==> src/rtl/mw_pkg.sv <==
package mw_pkg;

  typedef enum logic [1:0] {
    OP_WRITE,
    OP_ERASE,
    OP_ERASE_ALL,
    OP_WRITE_ALL
  } mw_op_e;

  typedef enum logic [2:0] {
    ST_IDLE,
    ST_OPC,
    ST_ADDR,
    ST_DATA,
    ST_ARMED,
    ST_READ,
    ST_DRAIN
  } mw_state_e;

endpackage

==> src/rtl/mw_cmd_decoder.sv <==
module mw_cmd_decoder
  import mw_pkg::*;
#(
  parameter int ADDR_W = 6,
  parameter int DATA_W = 8,
  parameter int IDX_W  = $clog2(DATA_W + 1)
) (
  input  logic              clk,
  input  logic              rst_n,
  input  logic              cs,
  input  logic              sk,
  input  logic              di,
  input  logic              busy,
  output logic              exec_valid,
  output mw_op_e            exec_op,
  output logic [ADDR_W-1:0] exec_addr,
  output logic [DATA_W-1:0] exec_data,
  output logic              wel_set,
  output logic              wel_clr,
  output logic              in_read,
  output logic [ADDR_W-1:0] rd_addr,
  output logic [IDX_W-1:0]  rd_idx,
  output logic              dec_idle
);

  localparam int MAXW  = (DATA_W > ADDR_W) ? DATA_W : ADDR_W;
  localparam int CNT_W = $clog2(MAXW) + 1;

  mw_state_e         state;
  logic              sk_q, cs_q;
  logic [1:0]        opc;
  logic [ADDR_W-1:0] addr_q;
  logic [CNT_W-1:0]  cnt;
  logic              sk_rise;
  logic [ADDR_W-1:0] addr_next;

  assign sk_rise   = sk & ~sk_q;
  assign addr_next = {addr_q[ADDR_W-2:0], di};
  assign in_read   = (state == ST_READ);
  assign dec_idle  = (state == ST_IDLE);

  always_ff @(posedge clk or negedge rst_n) begin
    if (!rst_n) begin
      state      <= ST_IDLE;
      sk_q       <= 1'b0;
      cs_q       <= 1'b0;
      opc        <= '0;
      addr_q     <= '0;
      cnt        <= '0;
      exec_valid <= 1'b0;
      exec_op    <= OP_WRITE;
      exec_addr  <= '0;
      exec_data  <= '0;
      wel_set    <= 1'b0;
      wel_clr    <= 1'b0;
      rd_addr    <= '0;
      rd_idx     <= '0;
    end else begin
      sk_q       <= sk;
      cs_q       <= cs;
      exec_valid <= 1'b0;
      wel_set    <= 1'b0;
      wel_clr    <= 1'b0;
      if (!cs) begin
        // the drop of the select line fires an armed command, aborts any other frame
        if (cs_q && state == ST_ARMED) exec_valid <= 1'b1;
        state <= ST_IDLE;
        cnt   <= '0;
      end else if (sk_rise) begin
        unique case (state)
          ST_IDLE: begin
            if (di && !busy) begin
              state <= ST_OPC;
              cnt   <= '0;
            end
          end
          ST_OPC: begin
            opc <= {opc[0], di};
            if (cnt == CNT_W'(1)) begin
              state <= ST_ADDR;
              cnt   <= '0;
            end else begin
              cnt <= cnt + 1'b1;
            end
          end
          ST_ADDR: begin
            addr_q <= addr_next;
            cnt    <= cnt + 1'b1;
            if (cnt == CNT_W'(ADDR_W - 1)) begin
              exec_addr <= addr_next;
              cnt       <= '0;
              unique case (opc)
                2'b10: begin
                  state   <= ST_READ;
                  rd_addr <= addr_next;
                  rd_idx  <= '0;
                end
                2'b01: begin
                  state   <= ST_DATA;
                  exec_op <= OP_WRITE;
                end
                2'b11: begin
                  state   <= ST_ARMED;
                  exec_op <= OP_ERASE;
                end
                default: begin
                  unique case (addr_next[ADDR_W-1 -: 2])
                    2'b11: begin
                      wel_set <= 1'b1;
                      state   <= ST_DRAIN;
                    end
                    2'b00: begin
                      wel_clr <= 1'b1;
                      state   <= ST_DRAIN;
                    end
                    2'b10: begin
                      state   <= ST_ARMED;
                      exec_op <= OP_ERASE_ALL;
                    end
                    default: begin
                      state   <= ST_DATA;
                      exec_op <= OP_WRITE_ALL;
                    end
                  endcase
                end
              endcase
            end
          end
          ST_DATA: begin
            exec_data <= {exec_data[DATA_W-2:0], di};
            cnt       <= cnt + 1'b1;
            if (cnt == CNT_W'(DATA_W - 1)) state <= ST_ARMED;
          end
          ST_ARMED: state <= ST_DRAIN;  // an extra clock edge closes the window
          ST_READ: begin
            if (rd_idx != IDX_W'(DATA_W)) rd_idx <= rd_idx + 1'b1;
          end
          default: state <= ST_DRAIN;
        endcase
      end
    end
  end

endmodule

==> src/rtl/mw_busy_timer.sv <==
module mw_busy_timer #(
  parameter int CYCLES = 64,
  parameter int CYC_W  = $clog2(CYCLES + 1)
) (
  input  logic clk,
  input  logic rst_n,
  input  logic start,
  output logic busy,
  output logic done
);

  logic [CYC_W-1:0] left;

  always_ff @(posedge clk or negedge rst_n) begin
    if (!rst_n) begin
      busy <= 1'b0;
      done <= 1'b0;
      left <= '0;
    end else begin
      done <= 1'b0;
      if (!busy) begin
        if (start) begin
          busy <= 1'b1;
          left <= CYC_W'(CYCLES - 1);
        end
      end else if (left == '0) begin
        busy <= 1'b0;
        done <= 1'b1;
      end else begin
        left <= left - 1'b1;
      end
    end
  end

endmodule

==> src/rtl/mw_word_array.sv <==
module mw_word_array #(
  parameter int ADDR_W = 6,
  parameter int DATA_W = 8,
  parameter int DEPTH  = 1 << ADDR_W
) (
  input  logic              clk,
  input  logic              rst_n,
  input  logic              wr_one,
  input  logic              wr_all,
  input  logic [ADDR_W-1:0] wr_addr,
  input  logic [DATA_W-1:0] wr_data,
  input  logic [ADDR_W-1:0] rd_addr,
  output logic [DATA_W-1:0] rd_data
);

  logic [DATA_W-1:0] mem [DEPTH];

  always_ff @(posedge clk or negedge rst_n) begin
    if (!rst_n) begin
      for (int i = 0; i < DEPTH; i++) mem[i] <= '1;
    end else begin
      for (int i = 0; i < DEPTH; i++) begin
        if (wr_all || (wr_one && wr_addr == ADDR_W'(i))) mem[i] <= wr_data;
      end
    end
  end

  assign rd_data = mem[rd_addr];

endmodule

==> src/rtl/mw_eeprom_slave.sv <==
module mw_eeprom_slave
  import mw_pkg::*;
#(
  parameter int ADDR_W      = 6,
  parameter int DATA_W      = 8,
  parameter int BUSY_CYCLES = 64
) (
  input  logic clk,
  input  logic rst_n,
  input  logic cs,
  input  logic sk,
  input  logic di,
  output logic do_o,
  output logic do_oe
);

  localparam int IDX_W = $clog2(DATA_W + 1);

  logic              exec_valid, wel_set, wel_clr, in_read, dec_idle;
  mw_op_e            exec_op, pend_op;
  logic [ADDR_W-1:0] exec_addr, pend_addr, rd_addr;
  logic [DATA_W-1:0] exec_data, pend_data, rd_data, rd_word, wr_data;
  logic [IDX_W-1:0]  rd_idx;
  logic              wel, busy, done, start;
  logic              wr_one, wr_all;

  mw_cmd_decoder #(.ADDR_W(ADDR_W), .DATA_W(DATA_W), .IDX_W(IDX_W)) u_dec (
    .clk(clk), .rst_n(rst_n), .cs(cs), .sk(sk), .di(di), .busy(busy),
    .exec_valid(exec_valid), .exec_op(exec_op), .exec_addr(exec_addr),
    .exec_data(exec_data), .wel_set(wel_set), .wel_clr(wel_clr),
    .in_read(in_read), .rd_addr(rd_addr), .rd_idx(rd_idx), .dec_idle(dec_idle)
  );

  assign start = exec_valid & wel & ~busy;

  mw_busy_timer #(.CYCLES(BUSY_CYCLES)) u_timer (
    .clk(clk), .rst_n(rst_n), .start(start), .busy(busy), .done(done)
  );

  always_ff @(posedge clk or negedge rst_n) begin
    if (!rst_n) begin
      wel       <= 1'b0;
      pend_op   <= OP_WRITE;
      pend_addr <= '0;
      pend_data <= '0;
    end else begin
      if (wel_set) wel <= 1'b1;
      else if (wel_clr) wel <= 1'b0;
      if (start) begin
        pend_op   <= exec_op;
        pend_addr <= exec_addr;
        pend_data <= exec_data;
      end
    end
  end

  // the array is committed when the self-timed cycle ends
  assign wr_one  = done & (pend_op == OP_WRITE || pend_op == OP_ERASE);
  assign wr_all  = done & (pend_op == OP_WRITE_ALL || pend_op == OP_ERASE_ALL);
  assign wr_data = (pend_op == OP_ERASE || pend_op == OP_ERASE_ALL) ? '1 : pend_data;

  mw_word_array #(.ADDR_W(ADDR_W), .DATA_W(DATA_W)) u_array (
    .clk(clk), .rst_n(rst_n), .wr_one(wr_one), .wr_all(wr_all),
    .wr_addr(pend_addr), .wr_data(wr_data), .rd_addr(rd_addr), .rd_data(rd_data)
  );

  assign rd_word = rd_data << rd_idx;
  assign do_o    = in_read ? rd_word[DATA_W-1] : ~busy;
  assign do_oe   = cs;

endmodule

==> config.mk <==
export PLATFORM = sky130hd
export DESIGN_NAME = mw_eeprom_slave
export DESIGN_NICKNAME = d
export VERILOG_FILES = /design/src/rtl/mw_pkg.sv /design/src/rtl/mw_cmd_decoder.sv /design/src/rtl/mw_busy_timer.sv /design/src/rtl/mw_word_array.sv /design/src/rtl/mw_eeprom_slave.sv
export SDC_FILE = /design/constraint.sdc
export NUM_CORES = 1
export LEC_CHECK = 0
export BUFFER_PORTS_ARGS = -buffer_cell sky130_fd_sc_hd__buf_4
export CAP_MARGIN = 20
export CORE_AREA = 4 4 220 222
export CTS_BUF_LIST = sky130_fd_sc_hd__clkbuf_16
export DETAILED_ROUTE_END_ITERATION = 7
export DIE_AREA = 0 0 224 226
export PLACE_DENSITY = 0.74
export SYNTH_ARGS = -nofsm -noshare
export SYNTH_HDL_FRONTEND = slang
export SYNTH_SLANG_ARGS = --single-unit
export TNS_END_PERCENT = 100
==> constraint.sdc <==
create_clock -name clk -period 3.2 [get_ports clk]
set_input_delay 0 -clock clk [delete_from_list [all_inputs] [get_ports clk]]
set_output_delay 0 -clock clk [all_outputs]
set_load 0.01 [all_outputs]
# After elaboration in Yosys (flattened, before gate mapping)
# Cells that the tools add are included.
# word_totals
register_bits,583
inputBits,5
output_inout_bits,2
wordCells,395
# op_classes
add_sub_neg,3
magnitude_cmp,1
eq_ne,92
shift,1
muxes,50
bitwise_logic,9
reduce_logical,154
# ops
operator,count
$eq A6 B6 Y1 const B,32
$eq A6 B5 Y1 const B,16
$logic_or A1 B1 Y1,67
$logic_and A1 B1 Y1,66
$bmux W8 S6,1
$eq A6 B4 Y1 const B,8
$mux W4,8
$eq A6 B3 Y1 const B,4
$mux W8,3
$mux W1,22
$mux W7,3
$mux W3,6
$reduce_and A6 Y1,3
$pmux W4 S4,1
$pmux W3 S5,1
$eq A2 B2 Y1 const B,6
$eq A6 B2 Y1 const B,2
$ne A3 B2 Y1 const B,4
$reduce_and A3 Y1,4
$pmux W3 S3,1
$add A4 B1 Y4 const B,2
$eq A4 B3 Y1 const B,2
$ne A2 B1 Y1 const B,4
$pmux W4 S2,1
30 further kinds,43

# Logic depth before layout (Yosys ltp)
# Gate-level depths: netlist of the first run.
# depth
depth_word,8
mapped_depth,12
ltp_nobuf,9

# Modules after synthesis
# From an unflattened synthesis of the first run, not the netlist that was laid out.
# unflattened
cells_unflattened,1801
area_unflattened_um2,27839.2
# modules_own_cells
mod,instances,cells_per_inst,area_each_um2,seq_area_each_um2
mw_word_array,1,1487,24269.5,13452.9
mw_cmd_decoder,1,206,2240.9,1126.1
mw_eeprom_slave,1,64,862.1,425.4
mw_busy_timer,1,44,466.7,225.2

# Worst setup path before layout of the first run
# No wires, ideal clock.
# synth_timing
kind,flip-flop to output port
startpoint,reg u_dec.rd_addr[0]
endpoint,out do_o
arrival_time_ns,2.451
required_ns,3.200
setup_slack_ns,0.749
stages_incl_launch_ff,11
path_buffers,3
cell_sequence,dfrtp_1 buf_6 buf_12 buf_12 mux2i_1 o221ai_2 o32ai_1 a2111oi_2 nand4_1 or3_1 o41ai_2
# synth_via
elab_chain_len,6
# synth_rtl
item,line,text
"start, declared",mw_cmd_decoder.sv:21,"output logic [ADDR_W-1:0] rd_addr,"
"start signal, assigned",mw_cmd_decoder.sv:95,rd_addr <= addr_next;
$not A6 Y7 (implied by the code),mw_word_array.sv:28,assign rd_data = mem[rd_addr];
$bmux W8 S6,mw_word_array.sv:28,
$mux W8 (implied by the code) (2 in a row),mw_word_array.sv:28,
$shl A8 B4 Y8,mw_eeprom_slave.sv:67,assign rd_word = rd_data << rd_idx;
$mux W1,mw_eeprom_slave.sv:68,assign do_o = in_read ? rd_word[DATA_W-1] : ~busy;
"end, declared",mw_eeprom_slave.sv:13,"output logic do_o,"
# No other way between the ends. The select of a mux whose other input is x is not followed.

# Final worst setup path of the first run
# Ends and elaborated chain as after synthesis.

==> results of run 1 <==
==> power groups by stage <==
| stage | registers (mW) | logic [mW] | clock network (mW) |
|---|---|---|---|
| floorplan | 7.53 | 0.0508 | 0 |
| global placement | 7.53 | 0.226 | 0 |
| finish | 7.42 | 0.234 | 6.68 |
| CTS | 7.42 | 0.242 | 6.76 |
| global route | 7.42 | 0.268 | 7.10 |
| detailed placement | 7.53 | 0.236 | 0 |
==> cells by family (layout without fill, tap and decap cells) <==
family | count (synthesis) | after routing | synth area share, %
AO/OA/AOI/OAI | 712 | 712 | 14.3
XOR/XNOR | 2 | 2 | 0.0658
adder cells (fa/ha/maj) | 18 | 18 | 0.845
buffers and inverters | 202 | 291 | 3.35
flip-flops | 583 | 583 | 57.2
multiplexers | 211 | 211 | 13.0
other | 0 | 1 | 0
AND/OR/NAND/NOR | 734 | 734 | 11.2
==> worst max-delay path by stage <==
stage / slack [ps] / cells after the start / startpoint / to
floorplan: 750 / 10 / u_dec.rd_addr[0] / do_o
finish: -320 / 10 / u_dec.rd_addr[0] / do_o
detailed placement: 150 / 10 / u_dec.rd_addr[0] / do_o
CTS: -220 / 12 / u_dec.rd_addr[0] / do_o
global placement: 90 / 10 / u_dec.rd_addr[0] / do_o
global route: -400 / 11 / u_dec.rd_addr[0] / do_o
==> routing by layer <==
layer  up-vias  GRT usage [%]  wire length (µm)
li1       8776              -                 -
met1     10050           41.1             29900
met2       998           47.2             35000
met3       209           6.42              6510
met4         0           11.5              3080
met5         -              0                 0
==> synthesized netlist by cell type (all sizes together) (29+ instances only) <==
cell    instances
nor2          551
a21oi         533
dfstp         512
clkbuf        147
mux4          101
o21ai          98
nand2          78
dfrtp          71
mux2i          70
mux2           40
buf            36
nand3          29
==> placed cells by master (no fill, tap or decap), types with 59 or more instances in the layout <==
master,netlist,final
sky130_fd_sc_hd__nor2_1,551,543
sky130_fd_sc_hd__mux4_2,91,93
sky130_fd_sc_hd__a21oi_1,533,532
sky130_fd_sc_hd__mux2i_1,70,68
sky130_fd_sc_hd__nand2_1,78,77
sky130_fd_sc_hd__dfstp_2,512,512
sky130_fd_sc_hd__o21ai_1,65,67
sky130_fd_sc_hd__clkbuf_16,0,59
sky130_fd_sc_hd__buf_4,12,110
sky130_fd_sc_hd__dfrtp_1,71,68
==> worst reg2reg max path, cell delays in order, from the launching register on <==
cell and delay (ps):
sky130_fd_sc_hd__dfrtp_1 410, sky130_fd_sc_hd__inv_1 100, sky130_fd_sc_hd__ha_1 170, sky130_fd_sc_hd__o21ai_0 120
sky130_fd_sc_hd__nor2_1 130, sky130_fd_sc_hd__nand2_1 400, sky130_fd_sc_hd__o21ai_1 1030, sky130_fd_sc_hd__nor2_1 120
sky130_fd_sc_hd__a21oi_1 180
==> registers in the layout, indices dropped and copies added, names as in the netlist <==
signal / cells
u_dec.wel_set: 1
u_array.mem: 512
pend_addr: 6
u_dec.exec_valid: 1
u_dec.cnt: 4
pend_op: 2
u_timer.done: 1
u_dec.wel_clr: 1
u_dec.rd_idx: 4
u_dec.cs_q: 1
u_dec.opc: 2
pend_data: 8
u_dec.state: 3
u_timer.left: 7
wel: 1
u_dec.addr_q: 5
u_timer.busy: 1
u_dec.rd_addr: 6
u_dec.exec_op: 2
u_dec.sk_q: 1
u_dec.exec_data: 8
u_dec.exec_addr: 6
==> area by class of cell <==
class	instances	area [µm²]
Clock buffer	59	1480
Fill cell	3331	15800
Sequential cell	583	15200
Timing Repair Buffer	164	1850
Multi-Input combinational cell	1677	10800
Clock inverter	49	368
Antenna cell	1	2.50
Tap cell	607	759
Inverter	19	76.3
==> through the flow <==
| stage | hold WS [ps] | instances |
|---|---|---|
| 2_1_floorplan | -296 | 2462 |
| 3_3_place_gp | 126 | 2991 |
| 3_5_place_dp | 129 | 3008 |
| 4_1_cts | 17.0 | 3141 |
| 5_1_grt | 39.1 | 3159 |
| 6_report | 48.3 | 3159 |
==> what timing repair did <==
action / CTS / global route
endpoints found under the setup margin: 1 / 1
buffers inserted: 16 / 4
hold buffers: 4 / 0
resized for setup: 58 / 13
pin swaps: 23 / 13
cloned: 8 / 0
hold endpoints to repair: 109 / 0
==> out/qor.yml, run 1 <==
grt:
  grt_antenna_before_repair: 2
  grt-ovfl-total: 0
  grt_pass1_vias: 20432
  grt_first_pass_wirelength_mm: 118
  grt_start_max_net_pins: 102
  grt_usage_pct: 29.9
clock_network:
  clock_path_buffers: 3
  cts_root_buffer_type: "sky130_fd_sc_hd__clkbuf_16"
  clkLatencyLatePin_ps: 620
  clk_pin_slew_worst_paths_ps: 60
  cts_made_buffers: 58
  cts_num_sinks: 583
  h-tree-depth: 2
  tritoncts: "yes"
floorplanning:
  initial_utilization_pct: 57.5
  coreArea_um2: 46400
  die_area_um2: 50600
  die_height_um: 226
  fp.dieW_um: 224
  i_o_pins: 7
  fp-row-count: 79
pwr:
  intPower_mw: 11.3
  total_power_mw: 14.3
  clockPowerShare_pct: 46.6
  switching_power_mw: 3.07
  power.combinational.fraction_pct: 1.6
  leakage_nw: 11.8
  share_of_power_burned_in_registers_pct: 51.8
  power.ir.vdd_worst_mv: 0.434
  power.share.switching_pct: 21.4
  pwr_density_cell_nw_per_um2: 469
worst_setup_path:
  critical_path_class: "flip-flop to output port"
  cpPeakStageDelay_ps: 500
  worstPathCellList: "buf_12, buf_16, buf_4, mux4_1, o22ai_1, o2111ai_2, nand4_1, or3_4, o41ai_4, buf_4"
  critical_path_rt_ps: 3200
  setup.reg_to_reg.worst_slack_ps: 450
  critical_path.startpoint_type: "flip-flop"
  cp-end-kind: "output port"
  r2r-end: "u_array.mem[139]"
  critPathMaxFanout: 7
  cpLargestDelayFamily: "compound AO/OA/AOI/OAI gates"
  r2r-start: "pend_op[0]"
  critical_path.most_common_cell: "sky130_fd_sc_hd__buf_4"
  slowest_stage: "sky130_fd_sc_hd__dfrtp_4"
  critPathArrivalTime_ps: 3520
  critical_path.n_buffers_inverters: 4
  reg2reg_depth: 8
hold_path:
  timing.hold.worst_endpoint: "u_dec.sk_q"
  timing.hold.worst_path_depth: 2
  holdCritPathClass: "input pin to flip-flop"
  min-delay-start: "sk"
timing:
  rsz0062_at_grt: "true"
  timing.max_slew.rel_slack_pct: 26.4
  layout_worst_path_cycle_share_pct: 110
  finalHoldViolCount: 0
  setup_ws_ps: -316
  finClkSkew_ps: 20.7
  fmax_mhz: 284
  fin_tns_setup_ps: -316
  fin_crit_ps: 3520
  finalSetupViolations: 1
  report.final.slew_viol_count: 0
  tightest_slew_ps: 1100
finish:
  num-nets-final: 2526
  area.growth.synth_to_final_pct: 14.8
  final_core_utilization_pct: 66.0
  final_design_area_no_fill_um2: 30600
  drive_gt1_share_pct: 36.6
logic_synthesis:
  synthTopCellsByArea: "sky130_fd_sc_hd__dfstp_2, sky130_fd_sc_hd__a21oi_1, sky130_fd_sc_hd__nor2_1"
  netlist.area_leader.share_pct: 50.5
  synth-warning-count: 0
  synth_nets: 2485
  synth_seq_cells: 583
  syn_inst: 2462
  synth_edf_count: 0
  synth_top_cell_by_area: "sky130_fd_sc_hd__dfstp_2"
  synth_flop_cell: "sky130_fd_sc_hd__dfstp_2"
  post_synth_num_cell_types: 68
  async_flop_share_pct: 100
  mappedNetlistArea_um2: 26600
  seq_area_frac_synth_pct: 57.2
  synth.avg_cell_area_um2: 10.8
outcome:
  outcome: "complete, but fails checks"
  violated_checks: "setup timing"
place:
  pre_cts_slack_ps: 146
  placement.io_buffers: 6
  hpwlAfterDp_mm: 46.6
  placer_congestion_estimate: 0.932
  placed_cell_area_um2: 27900
detailed_routing:
  viasPerCell: 6.34
  finalWirelength_mm: 74.5
  wire_per_inst_um: 23.6
  total_vias_in_the_final_route: 20033
  drt.antenna.violating_nets: 0
  drt_first_pass_iters: 6
  drt_iter0_drc: 2093
  drc: 0
run:
  max_cap_viol_count: 0
No activity file was read; power rests on OpenSTA's default activity.
==> inputs of run 2 (changes only) <==
--- a/config.mk
+++ b/config.mk
@@ -5,12 +5,12 @@
 export SDC_FILE = /design/constraint.sdc
 export NUM_CORES = 1
 export LEC_CHECK = 0
-export BUFFER_PORTS_ARGS = -buffer_cell sky130_fd_sc_hd__buf_4
 export CAP_MARGIN = 20
 export CORE_AREA = 4 4 220 222
 export CTS_BUF_LIST = sky130_fd_sc_hd__clkbuf_16
 export DETAILED_ROUTE_END_ITERATION = 7
 export DIE_AREA = 0 0 224 226
+export DONT_BUFFER_PORTS = 1
 export PLACE_DENSITY = 0.74
 export SYNTH_ARGS = -nofsm -noshare
 export SYNTH_HDL_FRONTEND = slang
==> run 2 against run 1 <==
Effect of this change: the flow finishes with violations (hold timing, slew limit, setup timing); via count shrank 1.5%; routed wire length shrank 2.9%; hold slack lost 850 ps; global-route usage shrank 1.2 points; final area shrank 1.3%.
==> out/qor.yml, run 2 (synthesis gave the netlist of run 1 again) <==
outcome:
  outcome: "complete, but fails checks"
  violated_checks: "hold timing, slew limit, setup timing"
worst_setup_path:
  critical_path.startpoint_type: "flip-flop"
  cp-end-kind: "output port"
  slowest_stage: "sky130_fd_sc_hd__dfrtp_4"
  critPathArrivalTime_ps: 3620
  worstPathCellList: "buf_6, buf_16, buf_12, mux4_2, mux2i_2, a31oi_2, o211ai_1, a211oi_2, o32ai_2, o41ai_4, buf_4"
  cpPeakStageDelay_ps: 500
  critical_path_class: "flip-flop to output port"
  critPathMaxFanout: 12
  critical_path_rt_ps: 3200
timing:
  timing.max_slew.rel_slack_pct: -5.68
  holdWs_ps: -797
  layout_worst_path_cycle_share_pct: 113
  finalSetupViolations: 1
  fin_crit_ps: 3620
  tightest_slew_ps: 1590
  rsz0062_at_grt: "true"
  finClkSkew_ps: 21.9
  report.final.slew_viol_count: 93
  fmax_mhz: 276
  fin_tns_setup_ps: -423
  setup_ws_ps: -423
  finalHoldViolCount: 504
place:
  placer_congestion_estimate: 0.957
  placement.io_buffers: 0
  hpwlAfterDp_mm: 45.0
finish:
  largest_registers: "u_array.mem (512), pend_data (8), u_dec.exec_data (8)"
  area.growth.synth_to_final_pct: 13.3
  layout.cells.most_common_list: "sky130_fd_sc_hd__nor2_1, sky130_fd_sc_hd__a21oi_1, sky130_fd_sc_hd__dfstp_2"
  mostFrequentLayoutCell: "sky130_fd_sc_hd__nor2_1"
  insertedDiodeCount: 0
  largest_register_by_flop_count: "u_array.mem"
  num-nets-final: 2508
  largest_register_ffs: 512
  drive_gt1_share_pct: 36.2
pwr:
  total_power_mw: 14.2
  pwr_density_cell_nw_per_um2: 469
  power.ir.vdd_worst_mv: 0.458
  intPower_mw: 11.2
  clockPowerShare_pct: 47.1
  power.combinational.fraction_pct: 0.5
  share_of_power_burned_in_registers_pct: 52.4
  power.share.switching_pct: 21.3
  leakage_nw: 11.7
  switching_power_mw: 3.01
grt:
  grt_pass1_vias: 19746
  grt_start_max_net_pins: 584
  grt-ovfl-total: 0
  grt_usage_pct: 28.7
  grt_antenna_before_repair: 0
  grt_first_pass_wirelength_mm: 113
floorplanning:
  fp.dieW_um: 224
  fp-row-count: 79
  initial_utilization_pct: 57.5
  die_height_um: 226
  i_o_pins: 7
  die_area_um2: 50600
  coreArea_um2: 46400
detailed_routing:
  drt.antenna.violating_nets: 0
  drt_first_pass_iters: 6
  drc: 0
  finalWirelength_mm: 72.4
  total_vias_in_the_final_route: 19740
  drt_iter0_drc: 2099
  wire_per_inst_um: 23.0
  viasPerCell: 6.28
clock_network:
  clock_path_buffers: 3
  cts_made_buffers: 60
  h-tree-depth: 2
  cts_root_buffer_type: "sky130_fd_sc_hd__clkbuf_16"
  clkLatencyLatePin_ps: 640
  clk_pin_slew_worst_paths_ps: 60
  cts_num_sinks: 583
  ctsHoldBuffers: 4
  tritoncts: "yes"
run:
  max_cap_viol_count: 0
hold_path:
  holdCritPathClass: "input pin to async pin"
-- run 2: power groups by stage --
stage	registers, mW	logic, mW	clock network, mW
after global routing	7.42	0.0749	7.10
after global placement	7.53	0.0564	0
final	7.43	0.0672	6.67
after floorplan	7.53	0.0508	0
after detailed placement	7.53	0.0591	0
after CTS	7.43	0.0666	6.78
-- run 2: worst paths after layout --
check	from	end	slack [ps]	cells after the start
setup / recovery	u_dec.rd_addr[0]	do_o	-420	11
hold / removal	rst_n	pend_addr[5]	-800	0
setup reg to reg	u_dec.rd_idx[0]	u_dec.rd_idx[3]	440	9
hold reg to reg	u_dec.wel_set	wel	440	1
max in group asynchronous	rst_n	u_dec.rd_addr[0]	3110	0
min in group clk	cs	do_oe	0	0
-- run 2: critical path: cells and delay by family, from the launching register on --
kind / cells / cell delay [ps]
multiplexers: 2 / 460
buffers and inverters: 4 / 680
AO/OA/AOI/OAI: 5 / 1330
flip-flops: 1 / 500
-- run 2: repair_timing --
| item | CTS | global route |
|---|---|---|
| hold endpoints to repair | 601 | 583 |
| setup buffers | 7 | 0 |
| gates cloned | 5 | 0 |
| gates resized for setup | 37 | 3 |
| pin swaps | 18 | 1 |
| setup endpoints to repair | 1 | 1 |
-- run 2: layout make-up --
type,instances,area [µm²]
Fill cell,3388,16200
Sequential cell,583,15200
Multi-Input combinational cell,1677,10700
Clock buffer,61,1530
Timing Repair Buffer,144,1510
Tap cell,607,759
Clock inverter,51,347
Inverter,19,71.3
-- run 2: per-stage QoR --
step	cell area, µm²	cells	util (%)	setup WS (ps)
final	30200	3142	65.1	-423
after global routing	30200	3142	65.1	-458
after CTS	30100	3130	64.9	-354
after detailed placement	27800	3004	59.9	-40.3
after global placement	27700	2998	59.8	90.5
after floorplan	26600	2462	-	749
-- run 2: metal layers --
metal | track usage, % | vias to the layer above | wire length (µm)
li1 | - | 8739 | -
met1 | 38.7 | 9946 | 29100
met2 | 44.7 | 850 | 34000
met3 | 6.62 | 205 | 5910
met4 | 13.2 | 0 | 3440
met5 | 0 | - | 0
==> inputs of run 3 (changes only) <==
--- a/config.mk
+++ b/config.mk
@@ -7,11 +7,12 @@
 export LEC_CHECK = 0
 export CAP_MARGIN = 20
 export CORE_AREA = 4 4 220 222
-export CTS_BUF_LIST = sky130_fd_sc_hd__clkbuf_16
+export CTS_BUF_LIST = sky130_fd_sc_hd__clkbuf_4 sky130_fd_sc_hd__clkbuf_8
 export DETAILED_ROUTE_END_ITERATION = 7
 export DIE_AREA = 0 0 224 226
 export DONT_BUFFER_PORTS = 1
 export PLACE_DENSITY = 0.74
+export SKIP_LAST_GASP = 1
 export SYNTH_ARGS = -nofsm -noshare
 export SYNTH_HDL_FRONTEND = slang
 export SYNTH_SLANG_ARGS = --single-unit
==> run 3 against run 2 <==
Effect of this change: the run still ends with hold timing, slew limit, setup timing left; final area is 0.60% higher; sequential power is essentially flat; register-to-register slack gained 60 ps; sequential share of layout area fell by 0.29 points; clock skew up 27 ps; sequential cell count did not move; core utilization is 0.39 points higher; non-clock buffer count grew 3; clock power is 2% higher; hold slack worse by 3.7 ps; routed wire length down 0.16%; setup slack got worse by 120 ps; critical endpoint unchanged; largest power group unchanged.
==> out/qor.yml, run 3 (synthesis gave the netlist of run 1 again) <==
detailed_routing:
  drc: 0
  drt.antenna.violating_nets: 0
  drt_iter0_drc: 2145
  wire_per_inst_um: 22.6
  viasPerCell: 6.19
  total_vias_in_the_final_route: 19827
  finalWirelength_mm: 72.3
  drt_first_pass_iters: 8
timing:
  setup_ws_ps: -546
  tightest_slew_ps: 2550
  finalSetupViolations: 1
  fmax_mhz: 267
  report.final.slew_viol_count: 336
  layout_worst_path_cycle_share_pct: 117
  fin_crit_ps: 3750
  finalHoldViolCount: 258
  holdWs_ps: -801
  timing.max_slew.rel_slack_pct: -70.3
  rsz0062_at_grt: "true"
  finClkSkew_ps: 49.4
clock_network:
  h-tree-depth: 3
  cts_num_sinks: 583
  clk_pin_slew_worst_paths_ps: 60
  clkLatencyLatePin_ps: 700
  cts_made_buffers: 93
  tritoncts: "yes"
  clock_path_buffers: 3
  ctsHoldBuffers: 5
  cts_root_buffer_type: "sky130_fd_sc_hd__clkbuf_8"
floorplanning:
  i_o_pins: 7
  die_area_um2: 50600
  fp-row-count: 79
  coreArea_um2: 46400
  die_height_um: 226
  fp.dieW_um: 224
  initial_utilization_pct: 57.5
place:
  placement.io_buffers: 0
  hpwlAfterDp_mm: 45.0
  placedCellCount: 3004
  pre_cts_slack_ps: -40.3
  placer_congestion_estimate: 0.957
pwr:
  power.ir.vdd_worst_mv: 0.509
  pwr_density_cell_nw_per_um2: 472
  leakage_nw: 11.8
worst_setup_path:
  critical_path_class: "flip-flop to output port"
  critical_path_start: "u_dec.rd_addr[0]"
  reg2reg_depth: 9
  critPathMaxFanout: 15
  critical_path_rt_ps: 3200
  r2r-end: "u_dec.rd_idx[3]"
  cp-end-kind: "output port"
  critical_path.startpoint_type: "flip-flop"
  critPathArrivalTime_ps: 3750
  setup.reg_to_reg.worst_slack_ps: 500
  r2r-start: "u_dec.rd_idx[0]"
grt:
  grt_pass1_vias: 19868
  grt_start_max_net_pins: 584
  grt-ovfl-total: 0
  grt_first_pass_wirelength_mm: 113
  grt_usage_pct: 28.7
  grt_antenna_before_repair: 0
finish:
  largest_register_ffs: 512
  instances_no_fill: 3204
  fill_cells: 3419
  area.growth.synth_to_final_pct: 14.0
  insertedDiodeCount: 0
  num-nets-final: 2544
  largest_registers: "u_array.mem (512), pend_data (8), u_dec.exec_data (8)"
  layout.cells.most_common_list: "sky130_fd_sc_hd__nor2_1, sky130_fd_sc_hd__a21oi_1, sky130_fd_sc_hd__dfstp_2"
  largest_register_by_flop_count: "u_array.mem"
  final_core_utilization_pct: 65.5
  drive_gt1_share_pct: 38.5
  mostFrequentLayoutCell: "sky130_fd_sc_hd__nor2_1"
outcome:
  violated_checks: "hold timing, slew limit, setup timing"
  outcome: "complete, but fails checks"
hold_path:
  holdCritPathClass: "input pin to async pin"
run:
  max_cap_viol_count: 0
## run 3: changes by cell type in the layout (fill, tap and decap cells not counted), sizes merged
| cell | previous run | this run |
|---|---|---|
| bufinv | 3 | 1 |
| dlygate4sd3 | 4 | 5 |
| inv | 30 | 22 |
| clkbuf | 61 | 157 |
| clkinvlp | 0 | 1 |
| buf | 135 | 137 |
| clkinv | 37 | 9 |
## run 3: critical path: stages (launching register included)
cell,delay (ps)
sky130_fd_sc_hd__dfrtp_4,500
sky130_fd_sc_hd__buf_6,160
sky130_fd_sc_hd__buf_16,160
sky130_fd_sc_hd__bufbuf_16,310
sky130_fd_sc_hd__mux2i_1,160
sky130_fd_sc_hd__o221ai_1,260
sky130_fd_sc_hd__o22ai_1,130
sky130_fd_sc_hd__o21ai_0,420
sky130_fd_sc_hd__a21oi_1,210
sky130_fd_sc_hd__o41ai_4,460
sky130_fd_sc_hd__buf_4,180
sky130_fd_sc_hd__buf_4,110
## run 3: worst max-delay path by stage
stage	end	cells after the start
2_1_floorplan	do_o	10
3_3_place_gp	do_o	10
3_5_place_dp	do_o	11
4_1_cts	do_o	12
5_1_grt	do_o	12
6_report	do_o	11
## run 3: power by group
| group | switching [mW] | internal, mW | total [mW] | leakage [nW] |
|---|---|---|---|---|
| combinational | 0.0392 | 0.0296 | 0.0687 | 4.43 |
| sequential | 0.0117 | 7.41 | 7.43 | 6.26 |
| clock | 2.96 | 3.88 | 6.83 | 1.10 |
| total | 3.01 | 11.3 | 14.3 | 11.8 |
## run 3: per-stage QoR
step | area (µm²) | total power [mW] | setup TNS, ps
finish | 30400 | 14.3 | -546
global route | 30400 | 14.8 | -622
CTS | 30300 | 14.5 | -483
detailed placement | 27800 | 7.59 | -40.3
global placement | 27700 | 7.59 | 0
floorplan | 26600 | 7.58 | 0
## run 3: metal layers
metal	track usage, %	share of wire, %	up-vias
met3	7.54	8.6	206
li1	-	-	8825
met2	44.5	46	903
met5	0	0	-
met4	12.5	4.6	0
met1	38.8	40	9893
## run 3: final cells by class
class / count / area [µm²] / area share, %
Sequential cell: 583 / 15200 / 50.2
Multi-Input combinational cell: 1677 / 10700 / 35.3
Clock buffer: 157 / 1920 / 6.33
Timing Repair Buffer: 147 / 1520 / 5.00
Tap cell: 607 / 759 / 2.50
Clock inverter: 14 / 126 / 0.416
Inverter: 19 / 71.3 / 0.235
## run 3: timing repair
action / CTS / global route
setup buffers: 8 / 0
setup endpoints to repair: 1 / 1
cloned: 5 / 0
pin swaps: 17 / 1
gates resized for setup: 39 / 2
hold endpoints to repair: 604 / 583
